[config.mk]
export PLATFORM = sky130hd
export DESIGN_NAME = pg_ovf_pred
export DESIGN_NICKNAME = d
export VERILOG_FILES = /design/src/rtl/pop_pkg.sv /design/src/rtl/pop_sat_ctr.sv /design/src/rtl/pop_local_bank.sv /design/src/rtl/pg_ovf_pred.sv
export SDC_FILE = /design/constraint.sdc
export NUM_CORES = 1
export LEC_CHECK = 0
export ABC_AREA = 1
export BUFFER_PORTS_ARGS = -buffer_cell sky130_fd_sc_hd__buf_2
export CORE_ASPECT_RATIO = 0.5
export CORE_UTILIZATION = 56
export DETAILED_ROUTE_END_ITERATION = 8
export GPL_ROUTABILITY_DRIVEN = 1
export MAX_ROUTING_LAYER = met4
export PLACE_DENSITY = 0.81
export SYNTH_ARGS = -nofsm -noshare
export SYNTH_HDL_FRONTEND = slang
export SYNTH_SLANG_ARGS = --single-unit
[constraint.sdc]
create_clock -name clk_i -period 1.65 [get_ports clk_i]
set_input_delay 0.0825 -clock clk_i [delete_from_list [all_inputs] [get_ports clk_i]]
set_output_delay 0.0825 -clock clk_i [all_outputs]
set_load 0.03 [all_outputs]
[src/rtl/pop_pkg.sv]
package pop_pkg;
  typedef enum logic [1:0] {
    OP_HOLD = 2'd0,
    OP_UP   = 2'd1,
    OP_DOWN = 2'd2,
    OP_CLR  = 2'd3
  } ctr_op_e;

  function automatic ctr_op_e pick_op(input logic clr, input logic up, input logic down);
    if (clr)              return OP_CLR;
    else if (up && !down) return OP_UP;
    else if (down && !up) return OP_DOWN;
    else                  return OP_HOLD;
  endfunction
endpackage

[src/rtl/pop_sat_ctr.sv]
module pop_sat_ctr #(
  parameter int unsigned W = 2
) (
  input  logic         clk_i,
  input  logic         rst_ni,
  input  logic         clr_i,
  input  logic         up_i,
  input  logic         down_i,
  output logic [W-1:0] q_o,
  output logic [W-1:0] nxt_o
);
  import pop_pkg::*;

  localparam logic [W-1:0] MAX = {W{1'b1}};

  ctr_op_e     op;
  logic [W-1:0] q;

  always_comb begin
    op    = pick_op(clr_i, up_i, down_i);
    nxt_o = q;
    unique case (op)
      OP_CLR:  nxt_o = '0;
      OP_UP:   if (q != MAX) nxt_o = q + 1'b1;
      OP_DOWN: if (q != '0)  nxt_o = q - 1'b1;
      default: nxt_o = q;
    endcase
  end

  always_ff @(posedge clk_i or negedge rst_ni) begin
    if (!rst_ni) q <= '0;
    else         q <= nxt_o;
  end

  assign q_o = q;
endmodule

[src/rtl/pop_local_bank.sv]
module pop_local_bank #(
  parameter int unsigned N_ENTRIES = 16,
  parameter int unsigned LCL_W     = 2,
  localparam int unsigned IDX_W    = $clog2(N_ENTRIES)
) (
  input  logic             clk_i,
  input  logic             rst_ni,
  input  logic             fill_i,
  input  logic [IDX_W-1:0] fill_idx_i,
  input  logic             evict_i,
  input  logic [IDX_W-1:0] evict_idx_i,
  input  logic             wb_i,
  input  logic [IDX_W-1:0] wb_idx_i,
  input  logic             line_ovf_i,
  input  logic             line_unf_i,
  output logic             hit_o,
  output logic [LCL_W-1:0] sel_q_o,
  output logic [LCL_W-1:0] sel_nxt_o
);
  logic [N_ENTRIES-1:0] vld_q;
  logic [LCL_W-1:0]     loc_q   [N_ENTRIES];
  logic [LCL_W-1:0]     loc_nxt [N_ENTRIES];
  logic                 wb_blocked;

  // fill/evict on the written index wins over the writeback
  assign wb_blocked = (fill_i && fill_idx_i == wb_idx_i) ||
                      (evict_i && evict_idx_i == wb_idx_i);
  assign hit_o      = wb_i && vld_q[wb_idx_i] && !wb_blocked;
  assign sel_q_o    = loc_q[wb_idx_i];
  assign sel_nxt_o  = loc_nxt[wb_idx_i];

  for (genvar i = 0; i < N_ENTRIES; i++) begin : g_ent
    logic fill_me, evict_me, wb_me;

    assign fill_me  = fill_i  && fill_idx_i  == IDX_W'(i);
    assign evict_me = evict_i && evict_idx_i == IDX_W'(i);
    assign wb_me    = hit_o   && wb_idx_i    == IDX_W'(i);

    always_ff @(posedge clk_i or negedge rst_ni) begin
      if (!rst_ni)       vld_q[i] <= 1'b0;
      else if (fill_me)  vld_q[i] <= 1'b1;
      else if (evict_me) vld_q[i] <= 1'b0;
    end

    pop_sat_ctr #(.W(LCL_W)) u_ctr (
      .clk_i  (clk_i),
      .rst_ni (rst_ni),
      .clr_i  (fill_me || evict_me),
      .up_i   (wb_me && line_ovf_i),
      .down_i (wb_me && line_unf_i),
      .q_o    (loc_q[i]),
      .nxt_o  (loc_nxt[i])
    );
  end
endmodule

[src/rtl/pg_ovf_pred.sv]
module pg_ovf_pred #(
  parameter int unsigned N_ENTRIES = 16,
  parameter int unsigned LCL_W     = 2,
  parameter int unsigned GLB_W     = 3,
  localparam int unsigned IDX_W    = $clog2(N_ENTRIES)
) (
  input  logic             clk_i,
  input  logic             rst_ni,
  input  logic             fill_i,
  input  logic [IDX_W-1:0] fill_idx_i,
  input  logic             evict_i,
  input  logic [IDX_W-1:0] evict_idx_i,
  input  logic             wb_i,
  input  logic [IDX_W-1:0] wb_idx_i,
  input  logic             line_ovf_i,
  input  logic             line_unf_i,
  input  logic             pg_evt_i,
  input  logic             pg_ovf_i,
  output logic             dec_vld_o,
  output logic             inflate_o
);
  logic             hit;
  logic [LCL_W-1:0] loc_q, loc_nxt;
  logic [GLB_W-1:0] glb_q, glb_nxt;
  logic             dec_vld_q, inflate_q;

  pop_local_bank #(
    .N_ENTRIES (N_ENTRIES),
    .LCL_W     (LCL_W)
  ) u_bank (
    .clk_i       (clk_i),
    .rst_ni      (rst_ni),
    .fill_i      (fill_i),
    .fill_idx_i  (fill_idx_i),
    .evict_i     (evict_i),
    .evict_idx_i (evict_idx_i),
    .wb_i        (wb_i),
    .wb_idx_i    (wb_idx_i),
    .line_ovf_i  (line_ovf_i),
    .line_unf_i  (line_unf_i),
    .hit_o       (hit),
    .sel_q_o     (loc_q),
    .sel_nxt_o   (loc_nxt)
  );

  pop_sat_ctr #(.W(GLB_W)) u_glb (
    .clk_i  (clk_i),
    .rst_ni (rst_ni),
    .clr_i  (1'b0),
    .up_i   (pg_evt_i && pg_ovf_i),
    .down_i (pg_evt_i && !pg_ovf_i),
    .q_o    (glb_q),
    .nxt_o  (glb_nxt)
  );

  // decision uses post-update counter state of this cycle
  always_ff @(posedge clk_i or negedge rst_ni) begin
    if (!rst_ni) begin
      dec_vld_q <= 1'b0;
      inflate_q <= 1'b0;
    end else begin
      dec_vld_q <= hit;
      inflate_q <= hit && loc_nxt[LCL_W-1] && glb_nxt[GLB_W-1];
    end
  end

  assign dec_vld_o = dec_vld_q;
  assign inflate_o = inflate_q;
endmodule

-- Yosys cells after proc, flatten, opt, wreduce, memory -nomap -nowiden
Index checks and enable logic that the tools add are counted.
- input port bits: 21
- register bits: 53
- word-level logic and storage cells: 541
- multiplexer cells: 138
- equal/unequal tests: 117
- order comparisons: 2
- bitwise gates (word level): 1
- add/sub/neg operators: 34
- reductions and logical operators: 213
- operator list (operator ; count):
    2-bit two-way mux ; 84
    1-bit logical AND ; 122
    4-bit == test, second input constant ; 24
    2-bit one-hot mux with 3 select lines ; 16
    2-bit == test, second input constant ; 34
    2-bit nonzero test ; 32
    4-bit by 3-bit == test with 1-bit output, second input constant ; 12
    1-bit logical NOT ; 36
    2-bit by 1-bit == test with 1-bit output, second input constant ; 17
    1-bit two-way mux ; 33
    2-bit by 1-bit adder with 2-bit output, second input constant ; 16
    2-bit != test, second input constant ; 16
    2-bit by 1-bit subtractor with 2-bit output, second input constant ; 16
    4-bit by 2-bit == test with 1-bit output, second input constant ; 6
    1-bit logical OR ; 17
    4-bit by 1-bit == test with 1-bit output, second input constant ; 3
    4-bit logical NOT ; 3
    3-bit one-hot mux with 3 select lines ; 1
    2-bit binary-select mux with 4-bit select ; 1
    4-bit == test ; 2
    3-bit two-way mux ; 2
    3-bit nonzero test ; 2
    5-bit >= comparator, second input constant ; 1
    4-bit by 5-bit < comparator with 1-bit output, second input constant ; 1
    7 further kinds ; 8

-- Depth between registers and ports, before layout
Gate-level depths: netlist (run 1).
- depth in word-level cells: 19
- gate-level depth with buffers: 20

-- Modules after synthesis
A second synthesis (run 1) with hierarchy kept.
- cell total of the unflattened synthesis: 793
- area total of the unflattened synthesis: 4647.0 um^2
- by module, submodules not included (module ; cells each ; area each (um^2) ; times used ; sequential area each (um^2)):
    pop_sat_ctr at u_bank.g_ent[0].u_ctr ... ; 23 ; 142.6 ; 16 ; 50.0
    pop_local_bank ; 372 ; 2004.4 ; 1 ; 400.4
    pop_sat_ctr at u_glb ; 43 ; 277.8 ; 1 ; 75.1
    pg_ovf_pred ; 10 ; 82.6 ; 1 ; 50.0

-- Worst setup path before layout (run 1)
No wires, ideal clock.
- path type: register -> register
- start: reg u_bank.vld_q[11]
- end: reg inflate_q, in the netlist inflate_o
- arrival: 1555 ps
- setup slack: 23 ps
- path buffers: 1
- cell stages (with the launch flop): 20
- path through: dfrtp_1 > nand2_1 > nand2_1 > nand2_1 > nand2_1 > nand2_1 > nand2_1 > inv_2 > nand2_4 > nand2_4 > inv_6 > buf_12 > nand3_2 > nand2_1 > nand2_1 > nand2_1 > nand2_1 > o21ai_1 > nand3_1 > nor2_1
- cells in the longest elaborated chain, start to end: 18
- elaborated cells on any way between the ends: 233
- classes of those cells: 48 x eq/ne; 69 x mux; 116 x reduce/logical
- RTL lines (item ; line ; text):
    start: declaration ; pop_local_bank.sv:20 ; logic [N_ENTRIES-1:0] vld_q;
    start signal: indexed assignment ; pop_local_bank.sv:40 ; if (!rst_ni) vld_q[i] <= 1'b0;
    start signal: indexed assignment ; pop_local_bank.sv:41 ; else if (fill_me) vld_q[i] <= 1'b1;
    start signal: indexed assignment ; pop_local_bank.sv:42 ; else if (evict_me) vld_q[i] <= 1'b0;
    1-bit binary-select mux with 4-bit select * ; pop_local_bank.sv:28 ; assign hit_o = wb_i && vld_q[wb_idx_i] && !wb_blocked;
    1-bit two-way mux (implied by the code) * ; pop_local_bank.sv:28 ;
    1-bit logical AND * (2 in series) ; pop_local_bank.sv:28 ;
    net hit ; pg_ovf_pred.sv:22 ; logic hit;
    1-bit logical AND ; pop_local_bank.sv:37 ; assign wb_me = hit_o && wb_idx_i == IDX_W'(i);
    1-bit logical AND ; pop_local_bank.sv:49 ; .up_i (wb_me && line_ovf_i),
    1-bit logical NOT ; pop_pkg.sv:12 ; else if (down && !up) return OP_DOWN;
    1-bit logical AND ; pop_pkg.sv:12 ;
    2-bit two-way mux ; pop_pkg.sv:12 ;
    2-bit two-way mux ; pop_pkg.sv:11 ; else if (up && !down) return OP_UP;
    2-bit two-way mux ; pop_pkg.sv:10 ; if (clr) return OP_CLR;
    2-bit == test / 2-bit by 1-bit == test with 1-bit output (equally long branches) ; pop_sat_ctr.sv:22 ; unique case (op)
    2-bit one-hot mux with 3 select lines ; pop_sat_ctr.sv:22 ;
    2-bit binary-select mux with 4-bit select ; pop_local_bank.sv:30 ; assign sel_nxt_o = loc_nxt[wb_idx_i];
    2-bit two-way mux (implied by the code) (2 in series) ; pop_local_bank.sv:30 ;
    1-bit logical AND * (2 in series) ; pg_ovf_pred.sv:63 ; inflate_q <= hit && loc_nxt[LCL_W-1] && glb_nxt[GLB_W-1];
    end signal: assignment ; pg_ovf_pred.sv:63 ;
    end: declaration ; pg_ovf_pred.sv:25 ; logic dec_vld_q, inflate_q;
The timed path passes the listed nets; every way through them passes the cells marked *. The select of a mux whose other input is x is not followed.
A chain may end at the register's enable or synchronous reset.

-- Worst setup path after layout (run 1)
- start: reg u_bank.vld_q[1]
- end: reg inflate_q, in the netlist inflate_o
- cells in the longest elaborated chain, start to end: 18
- elaborated cells on any way between the ends: 233
- classes of those cells: 48 x eq/ne; 69 x mux; 116 x reduce/logical
- RTL lines (item ; line):
    1-bit binary-select mux with 4-bit select * ; pop_local_bank.sv:28
    1-bit two-way mux (implied by the code) * ; pop_local_bank.sv:28
    1-bit logical AND * (2 in series) ; pop_local_bank.sv:28
    1-bit logical AND ; pop_local_bank.sv:37
    1-bit logical AND ; pop_local_bank.sv:49
    1-bit logical NOT ; pop_pkg.sv:12
    1-bit logical AND ; pop_pkg.sv:12
    2-bit two-way mux ; pop_pkg.sv:12
    2-bit two-way mux ; pop_pkg.sv:11
    2-bit two-way mux ; pop_pkg.sv:10
    2-bit == test / 2-bit by 1-bit == test with 1-bit output (equally long branches) ; pop_sat_ctr.sv:22
    2-bit one-hot mux with 3 select lines ; pop_sat_ctr.sv:22
    2-bit binary-select mux with 4-bit select ; pop_local_bank.sv:30
    2-bit two-way mux (implied by the code) (2 in series) ; pop_local_bank.sv:30
    1-bit logical AND * (2 in series) ; pg_ovf_pred.sv:63
Mark *: on every way between the ends. The rest lies on a longest branch, timed or not. The select of a mux whose other input is x is not followed.

==> results of run 1 <==
-- worst max-delay path, stage by stage (launching register included) --
cell	delay, ps
dfrtp_1	410
nand2_1	90
nand2_1	60
nand2_1	70
nand2_1	50
nand2_1	50
nand2_1	60
inv_2	60
nand2_4	100
nand2_8	140
clkinv_8	100
nand3_2	70
nand2_1	70
nand2_1	70
nand2_2	70
nand2_1	70
nand2_1	60
o21ai_1	140
nand2_1	90
nor2_2	140
-- stage by stage --
stage          area (um2)  worst slack [ps]  hold WS [ps]
3_3_place_gp         4750              -213          95.1
2_1_floorplan        3750              23.5          -213
6_report             5210              -410           160
3_5_place_dp         4750              -310          98.1
4_1_cts              4970              -268           160
5_1_grt              5210              -490           178
-- power groups by stage --
stage                     combinational (mW)  clock (mW)  sequential [mW]
final                                   1.14        1.14             1.57
after floorplan                        0.604           0             1.57
after CTS                               1.04        1.14             1.56
after detailed placement                1.00           0             1.59
after global routing                    1.25        1.19             1.59
after global placement                 0.959           0             1.58
-- cell usage after synthesis (2+ instances only) --
cell	instances	area, um2
o31ai_1	2	15.0
nand2_4	2	22.5
nand3_2	8	80.1
a32o_1	5	50.1
ha_1	4	50.1
o21ai_1	5	25.0
nand3_1	22	110
inv_2	3	11.3
nand4_1	25	156
nand2_1	192	721
dfrtp_1	53	1330
o221ai_1	5	43.8
nor3_1	2	10.0
buf_2	2	10.0
a21oi_1	14	70.1
a22oi_1	6	45.0
nor2_1	74	278
buf_6	3	33.8
o21ai_0	40	200
inv_1	100	375
-- layout by cell type (no fill, tap or decap), types with 2 or more instances in the layout --
| cell | count |
|---|---|
| buf_12 | 2 |
| nand4_1 | 25 |
| inv_2 | 11 |
| nor3_1 | 2 |
| nand3_1 | 14 |
| buf_2 | 22 |
| clkbuf_16 | 5 |
| ha_1 | 4 |
| buf_4 | 103 |
| o21ai_0 | 23 |
| o221ai_1 | 3 |
| clkbuf_8 | 2 |
| nand3_2 | 15 |
| dfrtp_1 | 53 |
| o221ai_2 | 2 |
| a22oi_1 | 5 |
| nand2_1 | 174 |
| a21oi_1 | 14 |
| nor2_2 | 2 |
| inv_1 | 92 |
| nand2_2 | 19 |
| buf_6 | 12 |
| o21ai_1 | 15 |
| o21ai_2 | 7 |
| nor2_1 | 73 |
| a32o_1 | 5 |
-- cell families (layout without fill, tap and decap cells) --
group,after synthesis,count (layout),share of synthesized area (%)
buffers and inverters,111,254,12.4
and+or+nand+nor,328,328,37.6
xor gates and xnor gates,2,2,0.468
DFF,53,53,35.4
AOI/OAI and AO/OA,81,81,12.8
adders and majority gates,4,4,1.34
-- area by class of cell --
type	count	area, um2	area share (%)
well taps	88	110	2.11
multi-input cells	415	2120	40.8
clock buffers	7	153	2.93
inverters	104	398	7.64
repair buffers	140	1070	20.5
flip-flops and latches	53	1330	25.5
repair inverters	2	22.5	0.433
clock inverters	1	5.00	0.0961
-- layer usage --
metal	up-vias	share of wire (%)
met5	-	0
met4	0	3.9
met3	74	11
met2	324	44
met1	2126	41
li1	2122	-
-- repair_timing --
action | in CTS | in global routing
cloned | 2 | 1
endpoints found under the hold margin | 53 | 0
hold buffers | 1 | 0
buffers inserted | 2 | 11
setup endpoints to repair | 23 | 33
resized for setup | 15 | 69
pin swaps | 7 | 33
-- worst paths after layout --
| path | startpoint | endpoint | slack, ps | depth (start not counted) |
|---|---|---|---|---|
| worst min-delay path | line_unf_i | flop | 160 | 3 |
| worst max-delay path | u_bank.vld_q[1] | inflate_o | -410 | 19 |
| worst max register to register | u_bank.vld_q[1] | inflate_o | -410 | 19 |
| worst min register to register | u_bank.vld_q[11] | u_bank.vld_q[11] | 510 | 2 |
| max in group asynchronous | rst_ni | async pin | 1090 | 3 |
| min in group asynchronous | rst_ni | u_bank.vld_q[5] | 300 | 3 |
==> run metrics, run 1 <==
synthesized area per cell around 6.5 um2; Sinks on Clock Net 53; Gate power share between 20% and 30%; initial core utilization approximately three fifths; status finished, violations left; port bufs 22; Die Width ~120 um; vias in the first global route a little under 4000; Total GRT Usage between 30% and 40%; largest net degree at the start of global routing 54; GPL Wtd Cong ~1.1; Iteration-0 DRC Markers slightly below 500; drt pass-1 iters 6; Switch Pwr roughly 1.3 mW; GRT met3 Usage ~7.1%; Remaining DRCs 0; clock skew between 6 and 7 ps; Area growth syn-to-layout 39.0%; via count between 4000 and 5000; Fillers between 300 and 400; Core Box Area ~0.0063 mm2; Layout Cells excl Fill 810; Rows 20; worst skew pair latency about 300 ps; # diodes 0; Worst Setup End Kind flop; vias per cell ~5.7; initial antenna violation count 0; Util after Layout roughly 83%; layout cell share with drive strength beyond 1 approximately 30%; CTS Buf Count 5; syn nets just over 600; Max Fclk 485 MHz; critical path class reg -> reg; endpoints failing setup 29; Post-Route Setup TNS -3100 ps; Tcrit/Tclk final 125%; Pins Over Slew Limit 0; GRT busiest layer met2; synthesized area between 0.003 and 0.004 mm2; unrepaired setup endpoints after global routing true; Switching Share 33.3%; clock root buffer clkbuf_16; GR Util met1 ~47%; PwrDens 740 mW/mm2; GRT met2 Usage 59.0%; final wirelength 13.1 mm; HP Class in -> reg; post-synthesis sequential area ratio between 30% and 40%; Syn Inst Count slightly below 600; clk slew on worst S/H paths 70 ps; clock buffer depth 2; flops & latches, synth 53; CTS tree yes; Peak VDD IR between 400 and 500 uV; Clk pwr share slightly below 30%; Flop pwr share approximately two fifths; failing checks negative setup slack; post-synth cell types 32; setup ws final -410 ps; placed insts 792; fin crit period slightly above 2000 ps; Die Span Y between 50 and 60 um; Yosys warnings 0; nets@finish 746; final count of hold timing violations 0; critical path data arrival time roughly 2300 ps; total power 3.85 mW; Int Power around 2.6 mW; # H-tree levels 2; Routed Antenna Nets 0; Die ar. 0.00704 mm2; crit-path max FO 8; global-route wire length before repair between 15 and 20 mm; Post-synth ARST share 100%; GRT overflow 0; max_cap viols 0; Leakage just under 3 nW; Ports 23; Worst Path Required ~1900 ps; crit path launch type flop; Post-synth top flop dfrtp_1; WL per Instance between 15 and 20 um; EDFF count, synth 0; Max transition margin between 50% and 60%; transition time of the tightest slew-check pin ~730 ps; DP HPWL slightly below 9 mm
Note: power is estimated with default switching activity, not from simulation.
==> run 2: changes to the inputs <==
--- a/config.mk
+++ b/config.mk
@@ -6,7 +6,7 @@
 export NUM_CORES = 1
 export LEC_CHECK = 0
 export ABC_AREA = 1
-export BUFFER_PORTS_ARGS = -buffer_cell sky130_fd_sc_hd__buf_2
+export BUFFER_PORTS_ARGS = -buffer_cell sky130_fd_sc_hd__buf_4
 export CORE_ASPECT_RATIO = 0.5
 export CORE_UTILIZATION = 56
 export DETAILED_ROUTE_END_ITERATION = 8
==> run 2 against run 1 <==
Register-to-register slack worse by 220 ps. Critical endpoint unchanged. Routed wire length rose by 15%. Maximum frequency down 9.5%. Clock power shrank 4%. Clock skew is 0.82 ps higher. Clock-buffer cell count did not move. Largest power group unchanged. Global-route usage decreased by 1.4 points. Sequential share of layout area down 1.0 points. Combinational power grew 6%. The run ends with design-rule violations, negative setup slack left. Final cell count is 0.99% higher. Via count is 7.4% higher.
==> run metrics, run 2 (synthesis results as in run 1) <==
Max transition margin 51.5% (+0.78 points); GPL Wtd Cong 0.989 (-8.0%); Iteration-0 DRC Markers 848 (+75%); Max Fclk 439 MHz (-9.5%); CTS Buf Count 5 (unchanged); clock root buffer clkbuf_16; Area growth syn-to-layout 44.8%; crit-path leading delay family simple AND/OR/NAND/NOR gates; clk slew on worst S/H paths 70 ps (about the same); vias per cell 6.10 (+6.4%); Multi-input gate area 0.00218 mm2 (+2.7%); slowest CP cell dfrtp_1; hold path start fill_idx_i[1]; commonest non-fill, non-tap cell in the layout nand2_1; setup ws final -626 ps (-215 ps); CP bufs+invs 3 (+1); Remaining DRCs 18 (+18); # H-tree levels 2 (unchanged); Die Width 118 um (unchanged); final wirelength 15.1 mm (+15%); commonest non-fill, non-tap cells in the layout nand2_1, buf_4, inv_1; CTS tree yes; critical path data arrival time 2510 ps (+220 ps); Tcrit/Tclk final 138% (+13 points); Ports 23 (unchanged); Worst Path Required 1880 ps (about the same); Cell Area, Placed 0.00486 mm2 (+2.3%); unrepaired setup endpoints after global routing true; via count 4992 (+7.4%); Die ar. 0.00704 mm2 (unchanged); transition time of the tightest slew-check pin 719 ps (-11.6 ps); initial core utilization 59.9% (unchanged); port bufs 22 (unchanged); CP Cell Sequence nand2_1, nand2_1, nand2_1, nand2_1, nand2_1, nand2_1, inv_2, nand2_4, nand2_8, clkinv_8, buf_12, nand3_2, nand2_2, nand2_1, nand2_1, nand2_1, o21ai_1, nand3_1, nor2_1; initial antenna violation count 0 (unchanged); Die Span Y 59.8 um (unchanged); crit-path max FO 7 (-1); Rows 20 (unchanged); nets@finish 755 (+1.2%); worst skew pair latency 300 ps (about the same); max_cap viols 0 (unchanged); largest net degree at the start of global routing 54 (unchanged); Routed Antenna Nets 0 (unchanged); GRT overflow 0 (unchanged); WL per Instance 18.5 um (+14%); Total GRT Usage 34.7% (-1.4 points); clock buffer depth 2 (unchanged); global-route wire length before repair 18.1 mm (-2.9%); Leakage 2.96 nW (+2.3%); failing checks design-rule violations, negative setup slack; critical path class reg -> reg; final count of hold timing violations 0 (unchanged); Sinks on Clock Net 53 (unchanged); Core Box Area 0.00626 mm2 (unchanged); HP Class in -> reg; slowest stage delay, CP 370 ps (-40 ps); Pins Over Slew Limit 0 (unchanged); final instance area 0.00543 mm2 (+4.2%); PwrDens 716 mW/mm2 (-3.3%); vias in the first global route 3866 (-1.3%); Worst Setup End Kind flop; status finished, violations left; CP Launch Point u_bank.vld_q[4]; crit path launch type flop; fin crit period 2280 ps (+215 ps); CP dominant cell by count nand2_1; endpoints failing setup 33 (+14%); DP HPWL 8.92 mm (about the same); worst r2r src u_bank.vld_q[4]; clock skew 6.89 ps (+0.821 ps); hold slack 120 ps (-40.5 ps); layout cell share with drive strength beyond 1 30.5% (+1.0 points); FF/Latch Area 0.00133 mm2 (unchanged); Peak VDD IR 501 uV (+5.2%); drt pass-1 iters 9 (+3); Fillers 328 (-17%); # diodes 0 (unchanged)
run 2: changes by cell type in the layout (fill, tap and decap cells not counted), sizes merged:
cell | before | now
buf | 139 | 149
clkinv | 2 | 1
inv | 105 | 104
run 2: worst register-to-register path, delay by kind of cell, from the launching register on:
family | cells | cell delay, ps
AO/OA/AOI/OAI | 1 | 190
buffers and inverters | 3 | 270
flip-flops | 1 | 370
AND/OR/NAND/NOR | 15 | 1380
run 2: path summary, 6_finish.rpt:
kind / end / slack, ps / cells after the start
hold / removal: u_bank.vld_q[4] / 120 / 4
hold reg to reg: u_bank.vld_q[0] / 490 / 2
min in group asynchronous: u_bank.vld_q[4] / 370 / 2
setup / recovery: inflate_o / -630 / 19
max in group asynchronous: u_bank.g_ent[10].u_ctr.q_o[1] / 800 / 2
setup reg to reg: inflate_o / -630 / 19
run 2: final cells by class:
type	instances	area share, %
tap	88	2.03
sequential	53	24.4
timing repair buffer	150	23.1
timing repair inverter	1	0.161
clock buffer	7	2.63
multi-input combinational	415	40.2
inverter	104	7.43
run 2: power breakdown:
group          internal, mW  switching [mW]  total, mW
clock network         0.599           0.502       1.10
logic                 0.495           0.717       1.21
registers              1.46           0.107       1.57
run 2: routing by layer:
metal / vias to the layer above / track usage [%] / wire [um]
met5: - / - / 0
met4: 0 / 8.61 / 879
met3: 143 / 7.25 / 2300
met2: 474 / 54.7 / 6410
met1: 2233 / 46.2 / 5510
li1: 2142 / - / -
run 2: metrics by stage:
step / TNS, ps / utilization, % / instances / worst slack [ps] / power [mW]
after floorplan: 0 / - / 579 / 23.5 / 2.17
after global placement: -705 / 77.7 / 796 / -192 / 2.57
after detailed placement: -1720 / 77.7 / 796 / -240 / 2.62
after CTS: -721 / 81.0 / 806 / -217 / 3.69
after global routing: -11630 / 86.7 / 818 / -735 / 4.01
final: -7110 / 86.7 / 818 / -626 / 3.88
run 2: timing repair:
item | 4_1_cts | 5_1_grt
resized for setup | 20 | 76
gates cloned | 0 | 1
hold buffers | 1 | 0
pin swaps | 6 | 25
hold endpoints to repair | 53 | 0
setup endpoints to repair | 17 | 32
buffers inserted | 2 | 12
==> run 3: changes to the inputs <==
--- a/config.mk
+++ b/config.mk
@@ -7,12 +7,15 @@
 export LEC_CHECK = 0
 export ABC_AREA = 1
 export BUFFER_PORTS_ARGS = -buffer_cell sky130_fd_sc_hd__buf_4
+export CELL_PAD_IN_SITES_DETAIL_PLACEMENT = 1
+export CELL_PAD_IN_SITES_GLOBAL_PLACEMENT = 2
 export CORE_ASPECT_RATIO = 0.5
-export CORE_UTILIZATION = 56
+export CORE_MARGIN = 5
+export CORE_UTILIZATION = 34
 export DETAILED_ROUTE_END_ITERATION = 8
 export GPL_ROUTABILITY_DRIVEN = 1
 export MAX_ROUTING_LAYER = met4
-export PLACE_DENSITY = 0.81
+export PLACE_DENSITY = 0.84
 export SYNTH_ARGS = -nofsm -noshare
 export SYNTH_HDL_FRONTEND = slang
 export SYNTH_SLANG_ARGS = --single-unit
==> constraint.sdc (replaced) <==
create_clock -name clk_i -period 2.3 [get_ports clk_i]
set_input_delay 0.115 -clock clk_i [delete_from_list [all_inputs] [get_ports clk_i]]
set_output_delay 0.115 -clock clk_i [all_outputs]
set_load 0.03 [all_outputs]
==> run 3 against run 2 <==
The run now ends clean. Combinational power is 46% lower. Sequential share of layout area is 5.8 points higher. Worst setup slack better by 890 ps. Maximum frequency is 12% higher. Critical endpoint unchanged.
==> run metrics, run 3 (synthesis results as in run 1) <==
Clk pwr share 33.1% (+4.8 points); global-route wire length before repair 21.0 mm (+16%); GR Util met1 29.8% (-16 points); WL per Instance 16.4 um (-11%); Flop pwr share 42.5% (+2.1 points); DP HPWL 10.1 mm (+13%); slowest CP cell dfrtp_1; Gate power share 24.4% (-6.8 points); final count of hold timing violations 0 (unchanged); crit path launch type flop; GRT met2 Usage 29.4% (-25 points); drt pass-1 iters 4 (-5); worst skew pair latency 300 ps (about the same); # H-tree levels 2 (unchanged); initial antenna violation count 0 (unchanged); Max Fclk 492 MHz (+12%); Leakage 2.43 nW (-18%); Max transition margin 50.9% (-0.61 points); final wirelength 12.6 mm (-17%); Die ar. 0.0133 mm2 (+90%); Core Box Area 0.0109 mm2 (+74%); GRT met3 Usage 3.40% (-3.9 points); Die Span Y 84.2 um (+41%); Switching Share 32.7% (-1.5 points); via count 3877 (-22%); # diodes 0 (unchanged); status finished clean; setup ws final 268 ps (+894 ps); Rows 27 (+35%); Tcrit/Tclk final 88.4% (-50 points); CP dominant cell by count nand2_1; port bufs 22 (unchanged); CTS tree yes; initial core utilization 34.4% (-25 points); Hold Path Cell Cnt 4 (unchanged); clock root buffer clkbuf_16; Post-Route Setup TNS 0 ps (+7110 ps); critical path data arrival time 2260 ps (-250 ps); max_cap viols 0 (unchanged); commonest non-fill, non-tap cells in the layout nand2_1, inv_1, nor2_1; unrepaired setup endpoints after global routing false; GPL Wtd Cong 0.894 (-9.6%); largest net degree at the start of global routing 54 (unchanged); critical path class reg -> reg; hold slack 143 ps (+23.2 ps); Peak VDD IR 270 uV (-46%); GRT overflow 0 (unchanged); Routed Antenna Nets 0 (unchanged); Int Power 1.79 mW (-30%); Area growth syn-to-layout 16.9%; CP Cell Sequence nand2_1, nand2_1, nand2_1, nand2_1, nand2_1, nand2_1, inv_2, nand2_4, nand2_4, inv_8, nand3_2, nand2_1, nand2_1, nand2_1, nand2_1, o21ai_1, nand2_1, nor2_1; Ports 23 (unchanged); Reg2Reg Depth 18 (-1); clk slew on worst S/H paths 70 ps (about the same); HP Class in -> reg; pre-CTS WS 121 ps (+361 ps); Switch Pwr 0.869 mW (-34%); endpoints failing setup 0 (-100%); Worst Path Required 2530 ps (+650 ps); slowest stage delay, CP 390 ps (+20 ps); vias in the first global route 3947 (+2.1%); CTS Buf Count 5 (unchanged); Iteration-0 DRC Markers 188 (-78%); clock buffer depth 2 (unchanged); vias per cell 5.05 (-17%); Total GRT Usage 20.4% (-14 points); clock skew 5.14 ps (-1.75 ps); total power 2.66 mW (-31%); Util after Layout 40.2% (-46 points); PwrDens 608 mW/mm2 (-15%); Die Width 158 um (+35%); fin crit period 2030 ps (-244 ps); transition time of the tightest slew-check pin 736 ps (+16.7 ps); crit-path max FO 19 (+12); Remaining DRCs 0 (-18); layout cell share with drive strength beyond 1 11.1% (-19 points); GRT busiest layer met1; nets@finish 648 (-14%); Sinks on Clock Net 53 (unchanged); Worst Setup End Kind flop; commonest non-fill, non-tap cell in the layout nand2_1; Pins Over Slew Limit 0 (unchanged)
run 3: timing repair:
item / CTS / global route
hold buffers: 1 / 0
gates resized for setup: 0 / 3
buffers inserted: 0 / 3
endpoints found under the hold margin: 53 / 0
endpoints found under the setup margin: 0 / 1
run 3: critical path: cells and delay by family (launching register included):
kind / cells / cell delay (ps)
AND/OR/NAND/NOR: 15 / 1230
flip-flops: 1 / 390
buffers and inverters: 2 / 180
AO/OA/AOI/OAI: 1 / 140
run 3: layer usage:
metal | up-vias | part of all wire (%)
met4 | 0 | 1.7
met3 | 13 | 4.1
met2 | 71 | 42
met1 | 1868 | 52
li1 | 1925 | -
met5 | - | 0
run 3: stage by stage:
| step | cells | cell area (um2) |
|---|---|---|
| 3_3_place_gp | 757 | 4170 |
| 5_1_grt | 768 | 4380 |
| 6_report | 768 | 4380 |
| 3_5_place_dp | 757 | 4170 |
| 2_1_floorplan | 579 | 3750 |
| 4_1_cts | 765 | 4340 |
run 3: final cells by class:
class,instances,area (um2)
multi-input cells,415,1970
flip-flops and latches,53,1330
inverters,104,398
clock inverters,2,35.0
clock buffers,5,125
well taps,145,181
repair buffers,44,345
fillers,1422,6500
run 3: power groups by stage:
stage	registers [mW]	logic [mW]	clock network (mW)
6_report	1.13	0.649	0.881
5_1_grt	1.15	0.736	0.958
4_1_cts	1.13	0.652	0.899
3_5_place_dp	1.15	0.646	0
3_3_place_gp	1.15	0.625	0
2_1_floorplan	1.12	0.433	0
run 3: worst paths after layout:
kind,start,endpoint,slack [ps]
worst max-delay path,u_bank.vld_q[0],inflate_o,270
worst min register to register,u_bank.vld_q[13],u_bank.vld_q[13],490
max in group asynchronous,rst_ni,u_bank.g_ent[3].u_ctr.q_o[1],1390
min in group asynchronous,rst_ni,u_bank.vld_q[15],410
worst max register to register,u_bank.vld_q[0],inflate_o,270
worst min-delay path,fill_idx_i[1],u_bank.vld_q[4],140
